==> src/rtl/dbt_pkg.sv <==
package dbt_pkg;
   localparam logic [1:0] RSP_DONE  = 2'b00;
   localparam logic [1:0] RSP_RETRY = 2'b10;
   localparam logic [1:0] CPL_DONE  = 2'b00;
   localparam logic [1:0] CPL_ERR   = 2'b01;
   localparam logic [1:0] CPL_TMO   = 2'b10;
   localparam logic [2:0] A_POP = 3'd0;
   localparam logic [2:0] A_CNT = 3'd1;
   localparam logic [2:0] A_STS = 3'd2;
   localparam logic [2:0] A_EN  = 3'd3;
   localparam logic [2:0] A_TMO = 3'd4;
endpackage

==> src/rtl/dbt_slots.sv <==
module dbt_slots #(
   parameter int NSLOT  = 2,
   parameter int INFO_W = 16,
   parameter int CNT_W  = 24,
   parameter int TAG_W  = 1,
   parameter int BW     = 2
) (
   input  logic              clk,
   input  logic              rst_n,
   input  logic              acc_valid,
   input  logic [INFO_W-1:0] acc_info,
   output logic              have_free,
   output logic [BW-1:0]     busy_cnt,
   output logic              tx_valid,
   input  logic              tx_ready,
   output logic [TAG_W-1:0]  tx_tag,
   output logic [INFO_W-1:0] tx_info,
   input  logic              rsp_valid,
   input  logic [TAG_W-1:0]  rsp_tag,
   input  logic [1:0]        rsp_kind,
   input  logic [CNT_W-1:0]  now,
   input  logic [CNT_W-1:0]  tmo,
   output logic              cpl_valid,
   output logic [1:0]        cpl_status,
   output logic [INFO_W-1:0] cpl_info
);
   import dbt_pkg::*;

   logic [NSLOT-1:0]  busy, pend, waiting, expired, exp_m;
   logic [INFO_W-1:0] info_q [NSLOT];
   logic [CNT_W-1:0]  dl_q   [NSLOT];
   logic [TAG_W-1:0]  free_idx, pend_idx, exp_idx, cpl_tag;
   logic              any_pend, any_exp, rsp_hit, rsp_fin, rsp_retry;

   assign waiting = busy & ~pend;

   genvar g;
   generate
      for (g = 0; g < NSLOT; g++) begin : g_slot
         logic [CNT_W-1:0] gap;
         assign gap        = now - dl_q[g];
         assign expired[g] = waiting[g] & ~gap[CNT_W-1];
      end
   endgenerate

   assign rsp_hit   = rsp_valid && waiting[rsp_tag];
   assign rsp_retry = rsp_hit && (rsp_kind == RSP_RETRY);
   assign rsp_fin   = rsp_hit && (rsp_kind != RSP_RETRY);

   always_comb begin
      exp_m = expired;
      if (rsp_hit) exp_m[rsp_tag] = 1'b0;
   end

   always_comb begin
      have_free = 1'b0; free_idx = '0;
      any_pend  = 1'b0; pend_idx = '0;
      any_exp   = 1'b0; exp_idx  = '0;
      busy_cnt  = '0;
      for (int i = NSLOT - 1; i >= 0; i--) begin
         if (!busy[i]) begin have_free = 1'b1; free_idx = TAG_W'(i); end
         if (pend[i])  begin any_pend  = 1'b1; pend_idx = TAG_W'(i); end
         if (exp_m[i]) begin any_exp   = 1'b1; exp_idx  = TAG_W'(i); end
      end
      for (int i = 0; i < NSLOT; i++) busy_cnt = busy_cnt + BW'(busy[i]);
   end

   assign tx_valid = any_pend;
   assign tx_tag   = pend_idx;
   assign tx_info  = info_q[pend_idx];

   always_comb begin
      cpl_valid  = 1'b0;
      cpl_tag    = '0;
      cpl_status = CPL_DONE;
      if (rsp_fin) begin
         cpl_valid  = 1'b1;
         cpl_tag    = rsp_tag;
         cpl_status = (rsp_kind == RSP_DONE) ? CPL_DONE : CPL_ERR;
      end else if (any_exp) begin
         cpl_valid  = 1'b1;
         cpl_tag    = exp_idx;
         cpl_status = CPL_TMO;
      end
   end
   assign cpl_info = info_q[cpl_tag];

   always_ff @(posedge clk) begin
      if (!rst_n) begin
         busy <= '0;
         pend <= '0;
         for (int i = 0; i < NSLOT; i++) begin
            info_q[i] <= '0;
            dl_q[i]   <= '0;
         end
      end else begin
         for (int i = 0; i < NSLOT; i++) begin
            if (acc_valid && have_free && free_idx == TAG_W'(i)) begin
               busy[i]   <= 1'b1;
               pend[i]   <= 1'b1;
               info_q[i] <= acc_info;
            end
            if (tx_valid && tx_ready && tx_tag == TAG_W'(i)) begin
               pend[i] <= 1'b0;
               dl_q[i] <= now + tmo;
            end
            if (rsp_retry && rsp_tag == TAG_W'(i)) begin
               pend[i] <= 1'b1;
               dl_q[i] <= now + tmo;
            end
            if (cpl_valid && cpl_tag == TAG_W'(i)) busy[i] <= 1'b0;
         end
      end
   end

   // only a slot that was tracking a request can complete
   a_r6_cpl_from_busy: assert property (@(posedge clk) disable iff (!rst_n)
      cpl_valid |-> busy[cpl_tag]);
   // a retry always puts a doorbell back on the transmit port
   a_r4_retry_resends: assert property (@(posedge clk) disable iff (!rst_n)
      rsp_retry |=> tx_valid);
   // a retry never finishes the slot it names
   a_r4_retry_keeps_slot: assert property (@(posedge clk) disable iff (!rst_n)
      rsp_retry |=> busy[$past(rsp_tag)]);
endmodule

==> src/rtl/dbt_cfifo.sv <==
module dbt_cfifo #(
   parameter int DEPTH = 8,
   parameter int W     = 18,
   parameter int CW    = 4
) (
   input  logic          clk,
   input  logic          rst_n,
   input  logic          push,
   input  logic [W-1:0]  push_data,
   input  logic          pop,
   output logic [W-1:0]  head,
   output logic [CW-1:0] count
);
   localparam int PW = (DEPTH > 1) ? $clog2(DEPTH) : 1;

   logic [W-1:0]  mem [DEPTH];
   logic [PW-1:0] rd_p, wr_p;

   assign head = mem[rd_p];

   always_ff @(posedge clk) begin
      if (!rst_n) begin
         rd_p  <= '0;
         wr_p  <= '0;
         count <= '0;
         for (int i = 0; i < DEPTH; i++) mem[i] <= '0;
      end else begin
         if (push) begin
            mem[wr_p] <= push_data;
            wr_p      <= wr_p + 1'b1;
         end
         if (pop) rd_p <= rd_p + 1'b1;
         if (push && !pop)      count <= count + 1'b1;
         else if (pop && !push) count <= count - 1'b1;
      end
   end

   // admission control must keep the FIFO from overflowing
   a_r7_no_overflow: assert property (@(posedge clk) disable iff (!rst_n)
      push |-> (count < CW'(DEPTH)) || pop);
   // entries are only removed when present
   a_r3_no_underflow: assert property (@(posedge clk) disable iff (!rst_n)
      pop |-> count != '0);
endmodule

==> src/rtl/dbt_regs.sv <==
module dbt_regs #(
   parameter int              INFO_W  = 16,
   parameter int              CNT_W   = 24,
   parameter int              CW      = 4,
   parameter bit              IRQ_REG = 1'b1,
   parameter logic [CNT_W-1:0] TMO_RST = '0
) (
   input  logic              clk,
   input  logic              rst_n,
   input  logic              csr_sel,
   input  logic              csr_wr,
   input  logic [2:0]        csr_addr,
   input  logic [31:0]       csr_wdata,
   output logic [31:0]       csr_rdata,
   input  logic [INFO_W+1:0] fifo_head,
   input  logic [CW-1:0]     fifo_cnt,
   input  logic              fifo_push,
   output logic              fifo_pop,
   output logic [CNT_W-1:0]  tmo,
   output logic              irq
);
   import dbt_pkg::*;

   logic en_q, flag_q;
   logic fifo_empty, wr_acc, rd_acc;

   assign fifo_empty = (fifo_cnt == '0);
   assign wr_acc     = csr_sel && csr_wr;
   assign rd_acc     = csr_sel && !csr_wr;
   assign fifo_pop   = rd_acc && (csr_addr == A_POP) && !fifo_empty;

   always_ff @(posedge clk) begin
      if (!rst_n) begin
         en_q   <= 1'b0;
         flag_q <= 1'b0;
         tmo    <= TMO_RST;
      end else begin
         if (wr_acc && csr_addr == A_EN)  en_q <= csr_wdata[0];
         if (wr_acc && csr_addr == A_TMO) tmo  <= csr_wdata[CNT_W-1:0];
         if (fifo_push)                                     flag_q <= 1'b1;
         else if (fifo_empty)                               flag_q <= 1'b0;
         else if (wr_acc && csr_addr == A_STS && csr_wdata[0]) flag_q <= 1'b0;
      end
   end

   always_comb begin
      csr_rdata = '0;
      if (rd_acc) begin
         case (csr_addr)
            A_POP: if (!fifo_empty) csr_rdata[INFO_W+1:0] = fifo_head;
            A_CNT: csr_rdata[CW-1:0]    = fifo_cnt;
            A_STS: csr_rdata[0]         = flag_q;
            A_EN:  csr_rdata[0]         = en_q;
            A_TMO: csr_rdata[CNT_W-1:0] = tmo;
            default: csr_rdata = '0;
         endcase
      end
   end

   generate
      if (IRQ_REG) begin : g_irq_reg
         logic irq_q;
         always_ff @(posedge clk) begin
            if (!rst_n) irq_q <= 1'b0;
            else        irq_q <= flag_q && en_q;
         end
         assign irq = irq_q;
         // a registered interrupt needs the enable one cycle earlier
         a_r9_irq_gated: assert property (@(posedge clk) disable iff (!rst_n)
            !$past(en_q) |-> !irq);
      end else begin : g_irq_comb
         assign irq = flag_q && en_q;
         // no interrupt without the enable
         a_r9_irq_gated: assert property (@(posedge clk) disable iff (!rst_n)
            !en_q |-> !irq);
      end
   endgenerate

   // an empty FIFO with nothing arriving drops the flag
   a_r8_self_clear: assert property (@(posedge clk) disable iff (!rst_n)
      (fifo_empty && !fifo_push) |=> !flag_q);
   // every completion raises the flag
   a_r8_set_on_cpl: assert property (@(posedge clk) disable iff (!rst_n)
      fifo_push |=> flag_q);
endmodule

==> src/rtl/dbell_cpl_tracker.sv <==
module dbell_cpl_tracker #(
   parameter int               NSLOT   = 2,
   parameter int               DEPTH   = 8,
   parameter int               INFO_W  = 16,
   parameter int               CNT_W   = 24,
   parameter bit               IRQ_REG = 1'b1,
   parameter logic [CNT_W-1:0] TMO_RST = CNT_W'(200),
   parameter int               TAG_W   = $clog2(NSLOT)
) (
   input  logic              clk,
   input  logic              rst_n,
   input  logic              req_valid,
   output logic              req_ready,
   input  logic [INFO_W-1:0] req_info,
   output logic              tx_valid,
   input  logic              tx_ready,
   output logic [TAG_W-1:0]  tx_tag,
   output logic [INFO_W-1:0] tx_info,
   input  logic              rsp_valid,
   input  logic [TAG_W-1:0]  rsp_tag,
   input  logic [1:0]        rsp_kind,
   input  logic              csr_sel,
   input  logic              csr_wr,
   input  logic [2:0]        csr_addr,
   input  logic [31:0]       csr_wdata,
   output logic [31:0]       csr_rdata,
   output logic              irq
);
   localparam int CW = $clog2(DEPTH + 1);
   localparam int BW = $clog2(NSLOT + 1);
   localparam int EW = INFO_W + 2;

   generate
      if (NSLOT < 2 || (NSLOT & (NSLOT - 1)) != 0)
         $error("NSLOT must be a power of two, at least 2");
      if (DEPTH < 2 || (DEPTH & (DEPTH - 1)) != 0)
         $error("DEPTH must be a power of two, at least 2");
      if (NSLOT > DEPTH)
         $error("NSLOT may not exceed DEPTH");
      if (EW > 32 || CNT_W > 32 || CNT_W < 4)
         $error("INFO_W+2 and CNT_W must fit the 32-bit register port");
      if (TAG_W != $clog2(NSLOT))
         $error("TAG_W must match NSLOT");
   endgenerate

   logic [CNT_W-1:0]  now_q;
   logic [CNT_W-1:0]  tmo;
   logic              have_free, acc;
   logic [BW-1:0]     busy_cnt;
   logic              cpl_valid;
   logic [1:0]        cpl_status;
   logic [INFO_W-1:0] cpl_info;
   logic [EW-1:0]     fifo_head;
   logic [CW-1:0]     fifo_cnt;
   logic              fifo_pop;

   always_ff @(posedge clk) begin
      if (!rst_n) now_q <= '0;
      else        now_q <= now_q + 1'b1;
   end

   assign req_ready = have_free && ((int'(fifo_cnt) + int'(busy_cnt)) < DEPTH);
   assign acc       = req_valid && req_ready;

   dbt_slots #(
      .NSLOT(NSLOT), .INFO_W(INFO_W), .CNT_W(CNT_W), .TAG_W(TAG_W), .BW(BW)
   ) slots_i (
      .clk(clk), .rst_n(rst_n),
      .acc_valid(acc), .acc_info(req_info),
      .have_free(have_free), .busy_cnt(busy_cnt),
      .tx_valid(tx_valid), .tx_ready(tx_ready), .tx_tag(tx_tag), .tx_info(tx_info),
      .rsp_valid(rsp_valid), .rsp_tag(rsp_tag), .rsp_kind(rsp_kind),
      .now(now_q), .tmo(tmo),
      .cpl_valid(cpl_valid), .cpl_status(cpl_status), .cpl_info(cpl_info)
   );

   dbt_cfifo #(.DEPTH(DEPTH), .W(EW), .CW(CW)) fifo_i (
      .clk(clk), .rst_n(rst_n),
      .push(cpl_valid), .push_data({cpl_status, cpl_info}),
      .pop(fifo_pop), .head(fifo_head), .count(fifo_cnt)
   );

   dbt_regs #(
      .INFO_W(INFO_W), .CNT_W(CNT_W), .CW(CW), .IRQ_REG(IRQ_REG), .TMO_RST(TMO_RST)
   ) regs_i (
      .clk(clk), .rst_n(rst_n),
      .csr_sel(csr_sel), .csr_wr(csr_wr), .csr_addr(csr_addr),
      .csr_wdata(csr_wdata), .csr_rdata(csr_rdata),
      .fifo_head(fifo_head), .fifo_cnt(fifo_cnt), .fifo_push(cpl_valid),
      .fifo_pop(fifo_pop), .tmo(tmo), .irq(irq)
   );

   // a full FIFO closes the request port
   a_r7_full_blocks: assert property (@(posedge clk) disable iff (!rst_n)
      (fifo_cnt == CW'(DEPTH)) |-> !req_ready);
   // an accepted request is offered for transmit on the next cycle
   a_r2_accept_sends: assert property (@(posedge clk) disable iff (!rst_n)
      acc |=> tx_valid);
endmodule

==> config.mk <==
export PLATFORM = sky130hd
export DESIGN_NAME = dbell_cpl_tracker
export DESIGN_NICKNAME = d
export VERILOG_FILES = /design/src/rtl/dbt_pkg.sv /design/src/rtl/dbt_slots.sv /design/src/rtl/dbt_cfifo.sv /design/src/rtl/dbt_regs.sv /design/src/rtl/dbell_cpl_tracker.sv
export SDC_FILE = /design/constraint.sdc
export NUM_CORES = 1
export LEC_CHECK = 0
export BUFFER_PORTS_ARGS = -buffer_cell sky130_fd_sc_hd__buf_2
export CORE_UTILIZATION = 55
export CTS_CLUSTER_DIAMETER = 200
export CTS_CLUSTER_SIZE = 40
export DETAILED_ROUTE_END_ITERATION = 6
export PLACE_DENSITY = 0.71
export SETUP_SLACK_MARGIN = 0.2
export SYNTH_ARGS = -nofsm -noshare
export SYNTH_HDL_FRONTEND = slang
export SYNTH_HIERARCHICAL = 1
export SYNTH_SLANG_ARGS = --single-unit
==> constraint.sdc <==
create_clock -name clk -period 4.7 [get_ports clk]
set_clock_uncertainty 0.15 [all_clocks]
set_input_delay 0.235 -clock clk [delete_from_list [all_inputs] [get_ports clk]]
set_output_delay 0.235 -clock clk [all_outputs]
set_load 0.02 [all_outputs]
==> impl_metrics.env, run 1 <==
export IMPL_outcome="finished, final reports clean"
export IMPL_grt_usage_pct=26.4
export IMPL_slew_viol_final=0
export IMPL_dpl_hpwl_um=26000
export IMPL_area_growth_pct=10.3
export IMPL_fin_util_pct=62.4
export IMPL_ys_ff_latch=292
export IMPL_clockBufferDepth=3
export IMPL_drv_cap=0
export IMPL_synth_cell_area_mm2=0.0158
export IMPL_yosysTopAreaCellShare_pct=42.5
export IMPL_rsz0062_at_grt="false"
export IMPL_dr_pass1_iters=5
export IMPL_wl_per_cell_um=20.3
export IMPL_first_iter_violations=961
export IMPL_setup_tns_ns=0
export IMPL_final_antenna_net_count=0
export IMPL_worstPathArrival_ns=4.53
export IMPL_crit_type="reg2reg"
export IMPL_fillers=2280
export IMPL_worst_path_max_delay_cell="dfxtp_1"
export IMPL_avgSynthCellArea_um2=11.5
export IMPL_synth_edff_count=224
export IMPL_wirelength_um=38200
export IMPL_die_w_um=172
export IMPL_cp_required_ns=5.01
export IMPL_via_per_inst=5.83
export IMPL_ys_warn_count=6
export IMPL_hold_ws_ns=0.0334
export IMPL_ff_latch_area_mm2=0.00809
export IMPL_cts_root_buffer="clkbuf_16"
export IMPL_crit_path_cell_trace="ha_1, nand3_1, nor3_2, nor4b_1, buf_4, a21oi_2, mux2i_4, nor3_1, nand2_2, ha_1, inv_1, ha_1, a21oi_1, a211oi_1, a31oi_1, mux2i_1"
export IMPL_fin_total_pwr_w=0.00530
export IMPL_end_kind="flop"
export IMPL_die_area_mm2=0.0295
export IMPL_nets=1640
export IMPL_preCtsSetupSlack_ns=0.324
export IMPL_period_minus_slack_ns=4.22
export IMPL_htreeDepth=1
export IMPL_fmax_ghz=0.237
export IMPL_row_count=61
export IMPL_multi_input_area_mm2=0.00715
export IMPL_synth_ff_type="edfxtp_1"
export IMPL_drcViolationCount=0
export IMPL_powerDensity_mw_per_mm2=303
export IMPL_vias=11000
export IMPL_synthTopCellsByArea="edfxtp_1 42%, dfxtp_1 8.6%, and2_1 6.1%"
export IMPL_finalHoldViolCount=0
export IMPL_grt_pass1_vias=10300
export IMPL_core_mm2=0.0280
export IMPL_critPathMaxStageDelay_ns=0.44
export IMPL_p_leak_nw=6.94
export IMPL_cts_sinks=292
export IMPL_async_reset_ff_share_pct=0
export IMPL_cp_common_cell="ha_1"
export IMPL_synth_seq_area_share_pct=51.1
export IMPL_hold_class="in2reg"
export IMPL_die_y_um=172
export IMPL_drive_above_1_share_pct=15.0
export IMPL_clkTransAtPathRegs_ns=0.16
export IMPL_tightest_slew_ns=1.15
export IMPL_cts_made_buffers=11
export IMPL_synth_top_area_cell="edfxtp_1"
export IMPL_start_kind="flop"
export IMPL_grt_max_degree=58
export IMPL_synth_cell_type_count=78
export IMPL_min_path_cells=4
export IMPL_grt_overflow_total=0
export IMPL_slew_headroom_pct=22.8
export IMPL_grt_antenna_before_repair=0
export IMPL_cts_tree="yes"
export IMPL_synthCells=1380
export IMPL_insertion_delay_ns=0.51
export IMPL_globalplace_congestion=0.883
export IMPL_finalSetupViolCount=0
export IMPL_r2r_cells=16
export IMPL_start_util_pct=56.5
export IMPL_ir_worst_vdd_uv=272
export IMPL_io_pins=113
export IMPL_grt_pass1_wl_um=58400
export IMPL_fin_crit_sh_pct=89.8
export IMPL_io_buffers=96
export IMPL_worst_path_max_fanout=9
export IMPL_fin_ws_ns=0.480
-- state kept, by name, summed over array words and instances, names as in the netlist, 2 cells and up, named ones only --
signal          flops
regs_i/tmo         24
slots_i/busy        2
fifo_i/count        4
fifo_i/wr_p         3
slots_i/pend        2
now_q              24
fifo_i/mem        144
slots_i/dl_q       48
fifo_i/rd_p         3
slots_i/info_q     32
-- cell usage after synthesis (4+ instances only) --
master      n
dfxtp_1    68
buf_6       8
nor2b_1    13
a21oi_1    75
clkbuf_1   35
o21ai_1     7
ha_1       76
xnor2_1    23
nand2_1    90
a211oi_1    7
o31ai_1     5
a21oi_2     7
and2_1    155
nand3_1    62
a31oi_1     6
mux4_1     36
mux2i_1     5
edfxtp_1  224
buf_1       5
buf_2       4
clkbuf_2    8
nor2_1     74
and4_1      4
nor2_2      4
or4_1       5
mux2_2     34
xor2_1     16
o211ai_1   33
a22oi_1     4
nand4_1    14
inv_1      66
o21ai_0    52
a21o_1     19
nand2b_1   14
or3_1      11
nor3_1     11
and3_1     27
buf_4      12
-- placed cells by master (no fill, tap or decap), types with 5 or more instances in the layout --
cell type      Yosys  layout
edfxtp_1         224     224
and2_1           155     155
buf_2              4      96
nand2_1           90      89
ha_1              76      76
a21oi_1           75      75
nor2_1            74      74
dfxtp_1           68      67
inv_1             66      66
nand3_1           62      62
o21ai_0           52      46
dlygate4sd3_1      0      43
mux4_1            36      36
buf_4             12      35
mux2_2            34      34
o211ai_1          33      33
and3_1            27      27
xnor2_1           23      23
a21o_1            19      19
xor2_1            16      16
nand2b_1          14      14
nand4_1           14      14
nor2b_1           13      13
or3_1             11      11
clkbuf_16          0      11
nor3_1            11       9
conb_1             1       8
o21ai_2            0       7
a211oi_1           7       7
a21oi_2            7       7
a31oi_1            6       6
o21ai_1            7       6
o31ai_1            5       5
or4_1              5       5
mux2i_1            5       5
clkbuf_1          35       5
-- critical path: cells and delay by family, from the launching register on --
kind | cells | cell delay (ns)
and+or+nand+nor | 5 | 1.34
adders and majority gates | 3 | 0.93
AOI/OAI and AO/OA | 4 | 0.60
DFF | 1 | 0.44
muxes | 2 | 0.39
buffers and inverters | 2 | 0.32
-- layer usage --
| layer | up-vias | global-route usage [%] | share of wire, % |
|---|---|---|---|
| met5 | - | 0 | 0 |
| met4 | 0 | 4.46 | 1.2 |
| met3 | 27 | 3.24 | 7.0 |
| met2 | 370 | 42.5 | 47 |
| met1 | 5311 | 38.9 | 45 |
| li1 | 5289 | - | - |
-- timing repair --
item                       4_1_cts  5_1_grt
resized for setup                0        2
hold buffers                    43        0
hold endpoints to repair        60        0
buffers inserted                 0        4
setup endpoints to repair        0       59
-- final timing paths --
check	start	end	slack, ns
hold reg to reg	regs_i/tmo[20]	regs_i/tmo[20]	0.36
hold / removal	csr_addr[2]	fifo_i/rd_p[1]	0.03
setup / recovery	now_q[18]	fifo_i/count[3]	0.48
setup reg to reg	now_q[18]	fifo_i/count[3]	0.48
-- per-stage QoR --
stage                     cell area, µm²  instances
after floorplan                    15900       1387
after global placement             16700       1819
after detailed placement           16700       1819
after CTS                          17400       1879
after global routing               17500       1883
final                              17500       1885
-- power breakdown --
part / internal, W / switching (W)
clock: 0.000457 / 0.000777
sequential: 0.00296 / 0.000106
combinational: 0.000360 / 0.000639
total: 0.00378 / 0.00152
-- cells by family after synthesis --
logic type | Yosys count | share of synthesized area (%)
and+or+nand+nor | 509 | 17.6
DFF | 292 | 51.1
AOI/OAI and AO/OA | 246 | 9.86
buffers and inverters | 139 | 4.13
adders and majority gates | 78 | 6.26
muxes | 76 | 8.85
xor gates and xnor gates | 39 | 2.16
other | 1 | 0.0237
-- layout make-up --
type                       instances  share of cell area, %
multi-input combinational        956                   41.0
clock buffer                      16                   1.68
inverter                          66                   1.42
sequential                       292                   46.3
tap                              378                   2.71
clock inverter                     1                  0.172
antenna                            2                 0.0287
timing repair buffer             174                   6.72
No activity file was read; power rests on OpenSTA's default activity.
==> run 2: changes to the inputs <==
Settings changed: HOLD_SLACK_MARGIN set to 0.08.
Clock period 4.7 ns to 4.5 ns, I/O delays scaled along.
==> run 2 against run 1 <==
- register-to-register slack worse by 0.02 ns
- total power is 4.3% higher
- clock-buffer cell count is 2 lower
- global-route usage is 0.45 points lower
- worst setup slack worse by 0.024 ns
- core utilization is 0.12 points higher
- critical path type unchanged
==> impl_metrics.env, run 2 (synthesis results as in run 1) <==
export IMPL_outcome="finished, final reports clean"
export IMPL_grt_antenna_before_repair=1
export IMPL_start_util_pct=56.5
export IMPL_grt_max_degree=50
export IMPL_fillers=2209
export IMPL_grt_usage_pct=26.0
export IMPL_cts_tree="yes"
export IMPL_nets=1645
export IMPL_die_y_um=172
export IMPL_area_growth_pct=10.6
export IMPL_insertion_delay_ns=0.51
export IMPL_cts_root_buffer="clkbuf_16"
export IMPL_globalplace_congestion=0.877
export IMPL_p_leak_nw=6.94
export IMPL_htreeDepth=1
export IMPL_worst_path_max_fanout=6
export IMPL_io_pins=113
export IMPL_fin_crit_sh_pct=89.9
export IMPL_fmax_ghz=0.247
export IMPL_via_per_inst=5.92
export IMPL_post_cts_buffers=0
export IMPL_core_mm2=0.0280
export IMPL_cp_required_ns=4.80
export IMPL_reg2reg_from="now_q[22]"
export IMPL_crit_path_cell_trace="ha_1, nand3_1, nor3_1, nor4b_2, a21oi_2, mux2i_4, nor3_1, nand2_1, ha_1, inv_1, ha_1, a21oi_1, a211oi_1, a31oi_1, mux2i_1"
export IMPL_slew_headroom_pct=15.6
export IMPL_cts_made_buffers=11
export IMPL_cts_sinks=292
export IMPL_crit_type="reg2reg"
export IMPL_die_area_mm2=0.0295
export IMPL_drcViolationCount=0
export IMPL_mostFrequentLayoutCells="224 x edfxtp_1, 155 x and2_1, 96 x buf_2, 90 x nand2_1, 76 x ha_1"
export IMPL_period_minus_slack_ns=4.04
export IMPL_ff_latch_area_mm2=0.00809
export IMPL_worst_path_max_delay_cell="nor3_1"
export IMPL_finalSetupViolCount=0
export IMPL_critPathMaxStageDelay_ns=0.43
export IMPL_io_buffers=96
export IMPL_clockBufferDepth=3
export IMPL_cp_common_cell="ha_1"
export IMPL_vias=11200
export IMPL_dpl_hpwl_um=25900
export IMPL_wl_per_cell_um=20.2
export IMPL_tightest_slew_ns=1.26
export IMPL_hold_start="rst_n"
export IMPL_finalHoldViolCount=0
export IMPL_top_register="fifo_i/mem"
export IMPL_wirelength_um=38100
export IMPL_first_iter_violations=868
export IMPL_drv_cap=0
export IMPL_setup_tns_ns=0
export IMPL_row_count=61
export IMPL_rsz0062_at_grt="false"
export IMPL_startpoint="now_q[22]"
export IMPL_slew_viol_final=0
export IMPL_hold_class="in2reg"
export IMPL_grt_pass1_vias=10400
export IMPL_die_w_um=172
export IMPL_ir_worst_vdd_uv=300
export IMPL_grt_overflow_total=0
export IMPL_reg_top3="fifo_i/mem (144), slots_i/dl_q (48), slots_i/info_q (32)"
export IMPL_start_kind="flop"
export IMPL_powerDensity_mw_per_mm2=316
export IMPL_dr_pass1_iters=5
export IMPL_crit_buf_inv=1
export IMPL_worstPathArrival_ns=4.34
export IMPL_largest_reg_flops=144
export IMPL_hold_ws_ns=0.0956
export IMPL_end_kind="flop"
export IMPL_grt_pass1_wl_um=57600
export IMPL_drive_above_1_share_pct=14.7
export IMPL_diodes=0
export IMPL_clkTransAtPathRegs_ns=0.15
export IMPL_final_common_cell="edfxtp_1"
export IMPL_multi_input_area_mm2=0.00715
export IMPL_cp_top_family="simple AND/OR/NAND/NOR gates"
export IMPL_final_antenna_net_count=0
[run 2: changes by cell type in the layout (fill, tap and decap cells not counted), sizes merged]
cell and delta:
clkbuf -2, dlygate4sd3 +6, buf -1, diode -2
[run 2: what timing repair did]
item	CTS	global route
hold buffers	49	0
endpoints found under the hold margin	62	0
endpoints found under the setup margin	0	107
gates resized for setup	0	3
[run 2: layout make-up]
| class | count | share of cell area (%) |
|---|---|---|
| inverter | 66 | 1.42 |
| sequential | 292 | 46.2 |
| timing repair buffer | 179 | 7.01 |
| tap | 378 | 2.70 |
| clock inverter | 1 | 0.172 |
| clock buffer | 14 | 1.64 |
| multi-input combinational | 956 | 40.8 |
[run 2: worst paths after layout]
| kind | endpoint | slack [ns] | cells past startpoint |
|---|---|---|---|
| worst min register to register | regs_i/tmo[20] | 0.36 | 2 |
| worst max-delay path | fifo_i/count[3] | 0.46 | 15 |
| worst max register to register | fifo_i/count[3] | 0.46 | 15 |
| worst min-delay path | now_q[12] | 0.1 | 3 |
[run 2: worst min-delay path, cell delays in order]
cell and delay (ns):
buf_2 0.29, nand2_1 0.14, o21ai_0 0.06
[run 2: power breakdown]
| part | switching (W) | total (W) | internal, W |
|---|---|---|---|
| clock network | 0.000817 | 0.00129 | 0.000471 |
| logic | 0.000660 | 0.00104 | 0.000376 |
| registers | 0.000110 | 0.00320 | 0.00309 |
[run 2: through the flow]
stage	utilization [%]	setup slack [ns]	total power [W]	instances	area (µm²)
floorplan	-	0.188	0.00395	1387	15900
global placement	59.5	0.521	0.00422	1822	16700
detailed placement	59.5	0.356	0.00425	1822	16700
CTS	62.4	0.316	0.00554	1886	17500
global route	62.5	0.264	0.00574	1886	17500
finish	62.5	0.456	0.00552	1886	17500
[run 2: metal layers]
metal	global-route usage, %	vias to the layer above	part of all wire, %
li1	-	5287	-
met1	37.5	5399	45
met2	41.8	440	46
met3	2.97	42	7.4
met4	6.33	2	1.7
met5	0	-	0.034
==> run 3: changes to the inputs <==
--- a/config.mk
+++ b/config.mk
@@ -7,4 +7,5 @@
 export LEC_CHECK = 0
 export BUFFER_PORTS_ARGS = -buffer_cell sky130_fd_sc_hd__buf_2
+export CAP_MARGIN = 20
 export CORE_UTILIZATION = 55
 export CTS_CLUSTER_DIAMETER = 200
==> constraint.sdc (replaced) <==
create_clock -name clk -period 4.5 [get_ports clk]
set_clock_uncertainty 0.15 [all_clocks]
set_input_delay 0.45 -clock clk [delete_from_list [all_inputs] [get_ports clk]]
set_output_delay 0.45 -clock clk [all_outputs]
set_load 0.02 [all_outputs]
==> run 3 against run 2 <==
- core utilization decreased by 0.43 points
- sequential share of layout area increased by 0.32 points
- sequential power about the same
- non-clock buffer count decreased by 18
- sequential cell count unchanged
- hold slack improved by 0.026 ns
- worst setup slack got worse by 0.016 ns
- critical path depth increased by 2
- final cell count decreased by 0.95%
- clock-buffer cell count unchanged
- cell area decreased by 0.69%
==> impl_metrics.env, run 3 (synthesis results as in run 1) <==
export IMPL_outcome="finished, final reports clean"
export IMPL_htreeDepth=1
export IMPL_hold_class="in2reg"
export IMPL_die_y_um=172
export IMPL_grt_overflow_total=0
export IMPL_powerDensity_mw_per_mm2=317
export IMPL_slew_viol_final=0
export IMPL_tightest_slew_ns=0.923
export IMPL_hold_ws_ns=0.122
export IMPL_grt_pass1_wl_um=57900
export IMPL_end_kind="flop"
export IMPL_final_antenna_net_count=0
export IMPL_globalplace_congestion=0.848
export IMPL_die_w_um=172
export IMPL_io_buffers=96
export IMPL_largest_reg_flops=144
export IMPL_fillers=2257
export IMPL_fin_crit_sh_pct=90.2
export IMPL_worstPathArrival_ns=4.36
export IMPL_clkTransAtPathRegs_ns=0.15
export IMPL_diodes=0
export IMPL_wl_per_cell_um=20.4
export IMPL_cts_root_buffer="clkbuf_16"
export IMPL_fmax_ghz=0.246
export IMPL_cts_tree="yes"
export IMPL_die_area_mm2=0.0295
export IMPL_row_count=61
export IMPL_io_pins=113
export IMPL_start_kind="flop"
export IMPL_instances_no_fill=1868
export IMPL_rsz0062_at_grt="true"
export IMPL_fin_util_pct=62.0
export IMPL_final_common_cell="edfxtp_1"
export IMPL_top_register="fifo_i/mem"
export IMPL_slew_headroom_pct=38.4
export IMPL_drcViolationCount=0
export IMPL_crit_type="reg2reg"
export IMPL_grt_pass1_vias=10200
export IMPL_cp_required_ns=4.80
export IMPL_period_minus_slack_ns=4.06
export IMPL_clockBufferDepth=3
export IMPL_p_leak_nw=6.91
export IMPL_grt_antenna_before_repair=0
export IMPL_cts_sinks=292
export IMPL_worst_path_max_fanout=7
export IMPL_area_growth_pct=9.79
export IMPL_finalHoldViolCount=0
export IMPL_mostFrequentLayoutCells="224 x edfxtp_1, 155 x and2_1, 96 x buf_2, 89 x nand2_1, 76 x ha_1"
export IMPL_wirelength_um=38100
export IMPL_dp_cells=1824
export IMPL_core_mm2=0.0280
export IMPL_ir_worst_vdd_uv=287
export IMPL_grt_usage_pct=26.2
export IMPL_cts_made_buffers=11
export IMPL_reg_top3="fifo_i/mem (144), slots_i/dl_q (48), slots_i/info_q (32)"
export IMPL_grt_max_degree=55
export IMPL_via_per_inst=5.93
export IMPL_finalSetupViolCount=0
export IMPL_fin_ws_ns=0.440
export IMPL_preCtsSetupSlack_ns=0.227
export IMPL_first_iter_violations=962
export IMPL_vias=11100
export IMPL_start_util_pct=56.5
export IMPL_dr_pass1_iters=5
export IMPL_dpl_hpwl_um=26200
export IMPL_setup_tns_ns=0
export IMPL_drive_above_1_share_pct=15.4
export IMPL_nets=1627
export IMPL_drv_cap=0
export IMPL_insertion_delay_ns=0.51
[run 3: metal layers]
metal,up-vias,track usage [%],routed length (µm)
li1,5246,-,-
met1,5394,38.5,17300
met2,405,42.3,17700
met3,30,2.83,2690
met4,0,4.66,482
met5,-,0,0
[run 3: critical path: stages (launching register included)]
cell and delay, ns:
dfxtp_1 0.41, ha_1 0.33, nand2_1 0.07, o21ai_1 0.28
nor2_1 0.11, nor4b_2 0.30, buf_4 0.17, a21oi_2 0.09
mux2i_4 0.21, nor3_1 0.28, nand2_2 0.19, ha_1 0.28
inv_1 0.15, ha_1 0.29, a21oi_1 0.21, a211oi_1 0.10
a31oi_1 0.19, mux2i_1 0.20
[run 3: power breakdown]
part	switching (W)	internal, W
sequential	0.000102	0.00309
clock	0.000800	0.000471
combinational	0.000672	0.000372
total	0.00157	0.00393
[run 3: final cells by class]
type                    count  area [µm²]  share of cell area, %
well taps                 378         473                   2.72
inverters                  66         248                   1.43
repair buffers            161        1100                   6.34
clock inverters             1        30.0                  0.173
clock buffers              14         287                   1.65
multi-input cells         956        7150                   41.1
flip-flops and latches    292        8090                   46.5
[run 3: worst paths after layout]
path             startpoint                    end  slack [ns]  cells past startpoint
min            req_info[15]  slots_i/info_q[0][15]        0.12                      2
min reg2reg  regs_i/tmo[20]         regs_i/tmo[20]        0.37                      2
max reg2reg       now_q[10]        fifo_i/count[3]        0.44                     17
max               now_q[10]        fifo_i/count[3]        0.44                     17
[run 3: repair_timing]
item,4_1_cts,5_1_grt
pin swaps,1,0
endpoints found under the setup margin,11,70
hold endpoints to repair,25,0
hold buffers,24,0
buffers inserted,1,0
gates resized for setup,0,4
[run 3: stage by stage]
step                cell area (µm²)  total power [W]
detailed placement            16700          0.00426
floorplan                     15900          0.00395
global route                  17400          0.00574
CTS                           17300          0.00552
finish                        17400          0.00551
global placement              16700          0.00422
